--- config.mk ---
export PLATFORM = sky130hd
export DESIGN_NAME = phy_ctrl_regbank
export DESIGN_NICKNAME = d
export VERILOG_FILES = /design/src/rtl/phy_regbank_pkg.sv /design/src/rtl/regbank_rst_sync.sv /design/src/rtl/regbank_flag_sync.sv /design/src/rtl/regbank_decode.sv /design/src/rtl/regbank_word.sv /design/src/rtl/regbank_field_map.sv /design/src/rtl/phy_ctrl_regbank.sv
export SDC_FILE = /design/constraint.sdc
export NUM_CORES = 1
export LEC_CHECK = 0
export ABC_AREA = 0
export ABC_CLOCK_PERIOD_IN_PS = 9350
export BUFFER_PORTS_ARGS = -buffer_cell sky130_fd_sc_hd__buf_2
export CELL_PAD_IN_SITES_DETAIL_PLACEMENT = 1
export CELL_PAD_IN_SITES_GLOBAL_PLACEMENT = 2
export CORE_MARGIN = 2
export CORE_UTILIZATION = 41
export DETAILED_ROUTE_END_ITERATION = 10
export HOLD_SLACK_MARGIN = 0.15
export PLACE_DENSITY_LB_ADDON = 0.08
export SETUP_SLACK_MARGIN = 0.1
export SLEW_MARGIN = 5
export SYNTH_ARGS = -nofsm -noshare
export SYNTH_HDL_FRONTEND = slang
export SYNTH_SLANG_ARGS = --single-unit
--- constraint.sdc ---
create_clock -name clk -period 9.35 [get_ports clk]
set_input_delay 1.4025 -clock clk [delete_from_list [all_inputs] [get_ports clk]]
set_output_delay 1.4025 -clock clk [all_outputs]
set_load 0.03 [all_outputs]
--- src/rtl/phy_regbank_pkg.sv ---
package phy_regbank_pkg;
  localparam int HALF_W      = 16;
  localparam int CTRL_WORDS  = 7;
  localparam int STATUS_IDX  = 8;
  localparam int FREQ_IDX    = 0;
  localparam int PAD_IDX     = 6;
  localparam int PWR_BIT     = 0;
  localparam int DLLEN_BIT   = 1;
  localparam int IMP_LSB     = 4;
  localparam int FREQ_LSB    = 12;
  localparam int CAL_BIT     = 6;
  localparam int RDY_BIT     = 5;

  typedef logic [HALF_W-1:0] ctrl_word_t;

  typedef enum logic [2:0] {
    IMP_50  = 3'd0,
    IMP_33  = 3'd1,
    IMP_66  = 3'd2,
    IMP_100 = 3'd3,
    IMP_40  = 3'd4
  } imp_code_e;
endpackage

--- src/rtl/regbank_rst_sync.sv ---
module regbank_rst_sync #(
  parameter int STAGES = 2
) (
  input  logic clk,
  input  logic rst_n,
  output logic rst_n_sync
);
  logic [STAGES-1:0] chain_q;
  logic [STAGES-1:0] chain_d;

  always_comb begin
    chain_d = {chain_q[STAGES-2:0], 1'b1};
  end

  always_ff @(posedge clk or negedge rst_n) begin
    if (!rst_n) chain_q <= '0;
    else        chain_q <= chain_d;
  end

  assign rst_n_sync = chain_q[STAGES-1];
endmodule

--- src/rtl/regbank_flag_sync.sv ---
module regbank_flag_sync #(
  parameter int STAGES = 2,
  parameter int WIDTH  = 2
) (
  input  logic             clk,
  input  logic             rst_n,
  input  logic [WIDTH-1:0] async_i,
  output logic [WIDTH-1:0] sync_o
);
  logic [WIDTH-1:0] pipe_q [STAGES];
  logic [WIDTH-1:0] pipe_d [STAGES];

  always_comb begin
    pipe_d[0] = async_i;
    for (int s = 1; s < STAGES; s++) pipe_d[s] = pipe_q[s-1];
  end

  always_ff @(posedge clk or negedge rst_n) begin
    if (!rst_n) begin
      for (int s = 0; s < STAGES; s++) pipe_q[s] <= '0;
    end else begin
      for (int s = 0; s < STAGES; s++) pipe_q[s] <= pipe_d[s];
    end
  end

  assign sync_o = pipe_q[STAGES-1];
endmodule

--- src/rtl/regbank_decode.sv ---
module regbank_decode #(
  parameter int ADDR_W     = 6,
  parameter int NWORDS     = 7,
  parameter int STAT_INDEX = 8
) (
  input  logic              wr_en,
  input  logic              rd_en,
  input  logic [ADDR_W-1:0] addr,
  output logic [NWORDS-1:0] wr_sel,
  output logic              rd_ctrl,
  output logic              rd_stat,
  output logic [ADDR_W-3:0] word_idx
);
  localparam int IDX_W = ADDR_W - 2;
  localparam logic [IDX_W-1:0] LAST_CTRL = IDX_W'(NWORDS - 1);
  localparam logic [IDX_W-1:0] STAT_CODE = IDX_W'(STAT_INDEX);

  logic aligned;

  assign aligned  = (addr[1:0] == 2'b00);
  assign word_idx = addr[ADDR_W-1:2];

  for (genvar i = 0; i < NWORDS; i++) begin : g_wsel
    assign wr_sel[i] = wr_en && aligned && (word_idx == IDX_W'(i));
  end

  assign rd_ctrl = rd_en && aligned && (word_idx <= LAST_CTRL);
  assign rd_stat = rd_en && aligned && (word_idx == STAT_CODE);
endmodule

--- src/rtl/regbank_word.sv ---
module regbank_word #(
  parameter int WIDTH = 16
) (
  input  logic             clk,
  input  logic             rst_n,
  input  logic             we,
  input  logic [WIDTH-1:0] data,
  input  logic [WIDTH-1:0] bit_en,
  output logic [WIDTH-1:0] q
);
  logic [WIDTH-1:0] q_next;

  always_comb begin
    q_next = (q & ~bit_en) | (data & bit_en);
  end

  always_ff @(posedge clk or negedge rst_n) begin
    if (!rst_n)  q <= '0;
    else if (we) q <= q_next;
  end
endmodule

--- src/rtl/regbank_field_map.sv ---
module regbank_field_map
  import phy_regbank_pkg::*;
(
  input  ctrl_word_t  freq_word,
  input  ctrl_word_t  pad_word,
  output logic [1:0]  freq_sel_o,
  output logic [7:0]  freq_mhz_o,
  output logic [2:0]  drv_imp_o,
  output logic        drv_imp_valid_o,
  output logic [6:0]  drv_ohms_o,
  output logic        pwr_up_o,
  output logic        dll_en_o
);
  assign freq_sel_o = freq_word[FREQ_LSB+1:FREQ_LSB];
  assign drv_imp_o  = pad_word[IMP_LSB+2:IMP_LSB];
  assign pwr_up_o   = pad_word[PWR_BIT];
  assign dll_en_o   = pad_word[DLLEN_BIT];

  always_comb begin
    case (freq_sel_o)
      2'd0:    freq_mhz_o = 8'd200;
      2'd1:    freq_mhz_o = 8'd50;
      2'd2:    freq_mhz_o = 8'd100;
      default: freq_mhz_o = 8'd150;
    endcase
  end

  always_comb begin
    drv_imp_valid_o = 1'b1;
    case (drv_imp_o)
      IMP_50:  drv_ohms_o = 7'd50;
      IMP_33:  drv_ohms_o = 7'd33;
      IMP_66:  drv_ohms_o = 7'd66;
      IMP_100: drv_ohms_o = 7'd100;
      IMP_40:  drv_ohms_o = 7'd40;
      default: begin
        drv_ohms_o      = 7'd0;
        drv_imp_valid_o = 1'b0;
      end
    endcase
  end
endmodule

--- src/rtl/phy_ctrl_regbank.sv ---
module phy_ctrl_regbank
  import phy_regbank_pkg::*;
#(
  parameter int ADDR_W      = 6,
  parameter int SYNC_STAGES = 2
) (
  input  logic              clk,
  input  logic              rst_n,
  input  logic              wr_en,
  input  logic              rd_en,
  input  logic [ADDR_W-1:0] addr,
  input  logic [31:0]       wdata,
  output logic [31:0]       rdata,
  input  logic              cal_done_i,
  input  logic              dll_ready_i,
  output logic [1:0]        freq_sel_o,
  output logic [7:0]        freq_mhz_o,
  output logic [2:0]        drv_imp_o,
  output logic              drv_imp_valid_o,
  output logic [6:0]        drv_ohms_o,
  output logic              pwr_up_o,
  output logic              dll_en_o
);
  localparam int IDX_W  = ADDR_W - 2;
  localparam int DATA_W = 2 * HALF_W;

  logic                  rst_ns;
  logic [CTRL_WORDS-1:0] wr_sel;
  logic                  rd_ctrl;
  logic                  rd_stat;
  logic [IDX_W-1:0]      word_idx;
  ctrl_word_t            words [CTRL_WORDS];
  logic [1:0]            flags_s;
  logic [DATA_W-1:0]     rdata_next;

  regbank_rst_sync #(.STAGES(2)) u_rst (
    .clk(clk), .rst_n(rst_n), .rst_n_sync(rst_ns)
  );

  regbank_decode #(
    .ADDR_W(ADDR_W), .NWORDS(CTRL_WORDS), .STAT_INDEX(STATUS_IDX)
  ) u_dec (
    .wr_en(wr_en), .rd_en(rd_en), .addr(addr),
    .wr_sel(wr_sel), .rd_ctrl(rd_ctrl), .rd_stat(rd_stat), .word_idx(word_idx)
  );

  for (genvar i = 0; i < CTRL_WORDS; i++) begin : g_word
    regbank_word #(.WIDTH(HALF_W)) u_word (
      .clk(clk), .rst_n(rst_ns), .we(wr_sel[i]),
      .data(wdata[HALF_W-1:0]), .bit_en(wdata[DATA_W-1:HALF_W]),
      .q(words[i])
    );
  end

  regbank_flag_sync #(.STAGES(SYNC_STAGES), .WIDTH(2)) u_sync (
    .clk(clk), .rst_n(rst_ns),
    .async_i({cal_done_i, dll_ready_i}), .sync_o(flags_s)
  );

  always_comb begin
    rdata_next = '0;
    if (rd_ctrl) begin
      for (int i = 0; i < CTRL_WORDS; i++) begin
        if (word_idx == IDX_W'(i)) rdata_next[HALF_W-1:0] = words[i];
      end
    end else if (rd_stat) begin
      rdata_next[CAL_BIT] = flags_s[1];
      rdata_next[RDY_BIT] = flags_s[0];
    end
  end

  always_ff @(posedge clk or negedge rst_ns) begin
    if (!rst_ns) rdata <= '0;
    else         rdata <= rdata_next;
  end

  regbank_field_map u_map (
    .freq_word(words[FREQ_IDX]), .pad_word(words[PAD_IDX]),
    .freq_sel_o(freq_sel_o), .freq_mhz_o(freq_mhz_o),
    .drv_imp_o(drv_imp_o), .drv_imp_valid_o(drv_imp_valid_o),
    .drv_ohms_o(drv_ohms_o), .pwr_up_o(pwr_up_o), .dll_en_o(dll_en_o)
  );
endmodule

==> results.toml <==
[power_and_ir_drop]
sw_frac_of_total_pct = 23.8
ir_drop_v = 0.000144
power_mw = 1.60
power.switching_uw = 381
powerDensity_nw_per_um2 = 202
p_leak_nw = 3.71
combPwrFrac_pct = 9.5
p_int_mw = 1.22
seq_power_share_pct = 40.7
pwr-share-clk_pct = 49.8

[yosys]
synth_area_per_cell_um2 = 11.1
yosys.area_share.simple_pct = 15.3
ys_seq_area_share_pct = 49.4
synth_compound_area_share_pct = 10.0
syn_area_um2 = 6790
synth_edf_count = 0
synthArstFlopShare_pct = 100
synth_fa_ha_area_share_pct = 0.737
synthMuxAreaShare_pct = 18.7
yosysWarnings = 0
ys_ff_latch = 134
synthFlopType = "dfrtp_1"
syn-instance-count = 609
synth_xor_area_share_pct = 0
synthDistinctLibCells = 48
synth_top_family_by_area = "multiplexers"

[die]
dieArea_um2 = 17600
die_h_um = 133
fp-row-count = 47
die_x_um = 133
core_area_um2 = 16400
initial_core_util_pct = 41.4
io_pins = 99

[cells_and_area]
drive_gt1_share_pct = 19.4
nFillCells = 1784
nets = 720
final_cell_count_no_fill = 905
num_antenna_cells = 0
area_growth_pct = 17.0
fin_util_pct = 48.4
design_area_um2 = 7940

[drt]
drc = 0
wl_per_cell_um = 20.9
drtPass1Iterations = 5
avgViaCountPerCell = 5.57
drt-initial-drc-count = 270
vias = 5042
ant_nets = 0
wirelength_um = 18900

[global_routing]
track_usage_pct = 22.5
antenna_found_initial = 0
grt.overflow.total = 0
grt_max_degree = 74
grt_pass1_vias = 5345
grt_pass1_wl_um = 30300

[sta]
hold-worst-slack_ps = 352
setup_slack_ps = 5510
rsz0062_at_grt = "no"
hold_violations = 0
fin_setup_tns_ps = 0
worst_slew_pin_slew_ps = 1110
fin_skew_ps = 14.5
slew_violations = 0
timing.fmax_mhz = 261
timing.final.crit_share_pct = 41.0
setup_viol_count_final = 0
maxSlewHeadroom_pct = 26.2
min_period_ps = 3840

[clock_tree]
ctsHtreeMaxLevel = 4
hold_buffers = 0
cts_resized = 0
clk_latency_ps = 430
cts_sinks = 134
clockBufferDepth = 2
cts-root-buf = "clkbuf_16"
cts_setup_buffers = 0
clk_pin_slew_worst_paths_ps = 60
cts_tree = "built"
cts_buffers = 17

[critical_path]
r2r_slack_ps = 7450
reg2reg_from = "u_rst.chain_q[1]"
crit_arrival_ps = 4130
crit_path_start_kind = "primary input"
required_ps = 9640
crit_type = "primary input to register"
reg2reg_depth = 1
worstPathMaxFanout = 45
end_kind = "register"

[placed_design]
port_buffers = 81
gp_congestion = 0.772
dpl_cell_area_um2 = 7240
hpwl_um = 11800
pre_cts_ws_ps = 5160
placed_cells = 873

[min_path]
hold_class = "register to register"
hold_end = "u_rst.chain_q[1]"
worstHoldStart = "u_rst.chain_q[0]"
min_path_cells = 0

[flow_run]
drv_cap = 0

[outcome]
status = "finished clean"
==> power by group through the flow <==
stage / logic, mW / clock network, mW / registers [mW]
after global placement: 0.148 / 0 / 0.661
after floorplan: 0.107 / 0 / 0.657
after global routing: 0.166 / 0.843 / 0.659
after CTS: 0.154 / 0.812 / 0.653
after detailed placement: 0.154 / 0 / 0.663
final: 0.153 / 0.798 / 0.653
==> kinds of logic after synthesis <==
family,Yosys count
muxes,113
AOI/OAI and AO/OA,89
other,2
DFF,134
and+or+nand+nor,198
buffers and inverters,69
adders and majority gates,4
==> cell usage in the layout, fill, tap and decap left out, types with 8 or more instances in the layout <==
cell	count
nor2_1	8
dfrtp_1	133
clkbuf_16	17
nor3_1	12
a22oi_1	13
nand2b_1	12
nand2_1	115
nor2b_1	19
buf_2	81
buf_4	8
a311oi_1	13
mux2_1	112
conb_1	18
o32ai_1	13
a2111oi_0	11
a21oi_1	17
==> layout make-up <==
type	instances	area, um^2	area share [%]
Clock buffer	23	478	6.02
Sequential cell	134	3360	42.3
Multi-Input combinational cell	422	3110	39.2
Inverter	8	30.0	0.378
Clock inverter	9	220	2.77
Timing Repair Buffer	89	465	5.86
Tap cell	220	275	3.47
==> cell usage after synthesis (2+ instances only) <==
| cell | number | area share, % |
|---|---|---|
| dfrtp_1 | 134 | 49 |
| nand2_1 | 115 | 6.4 |
| mux2_1 | 112 | 19 |
| buf_4 | 23 | 2.5 |
| clkbuf_1 | 20 | 1.1 |
| nor2b_1 | 19 | 1.8 |
| a21oi_1 | 17 | 1.3 |
| buf_2 | 15 | 1.1 |
| a22oi_1 | 13 | 1.4 |
| a311oi_1 | 13 | 1.7 |
| o32ai_1 | 13 | 1.7 |
| nand2b_1 | 12 | 1.1 |
| nor3_1 | 12 | 0.88 |
| a2111oi_0 | 11 | 1.4 |
| nor2_1 | 8 | 0.44 |
| inv_1 | 7 | 0.39 |
| nand3b_1 | 7 | 0.77 |
| a211oi_1 | 5 | 0.55 |
| nor3b_1 | 5 | 0.55 |
| ha_1 | 4 | 0.74 |
| and3_1 | 3 | 0.28 |
| buf_6 | 3 | 0.50 |
| o21ai_1 | 3 | 0.22 |
| a21o_1 | 2 | 0.22 |
| and2_1 | 2 | 0.18 |
| conb_1 | 2 | 0.11 |
| nor4_4 | 2 | 0.63 |
| nor4b_4 | 2 | 0.70 |
| o2111ai_1 | 2 | 0.26 |
| o211ai_1 | 2 | 0.22 |
| o21bai_1 | 2 | 0.22 |
| o221ai_1 | 2 | 0.26 |
| or2_2 | 2 | 0.18 |
==> worst max-delay path: stages <==
cell,delay [ps]
buf_2,80
buf_4,460
and4bb_1,810
and3_1,830
nand2_1,160
mux2_1,360
==> layer usage <==
layer	global-route usage [%]	wire, um	up-vias
met5	0	0	-
met4	7.17	296	0
met3	5.21	1020	27
met2	36.4	8920	163
met1	30.2	8630	2603
li1	-	-	2249
==> how the worst max path moves through the flow <==
stage	from	to	slack [ps]	cells after the start
4_1_cts	addr[2]	register	5600	6
3_5_place_dp	addr[2]	register	5160	6
5_1_grt	addr[2]	register	5500	6
2_1_floorplan	u_rst.chain_q[1]	async pin	5340	0
6_report	addr[2]	register	5510	6
3_3_place_gp	addr[2]	register	5230	6
No activity file was read; power rests on OpenSTA's default activity.
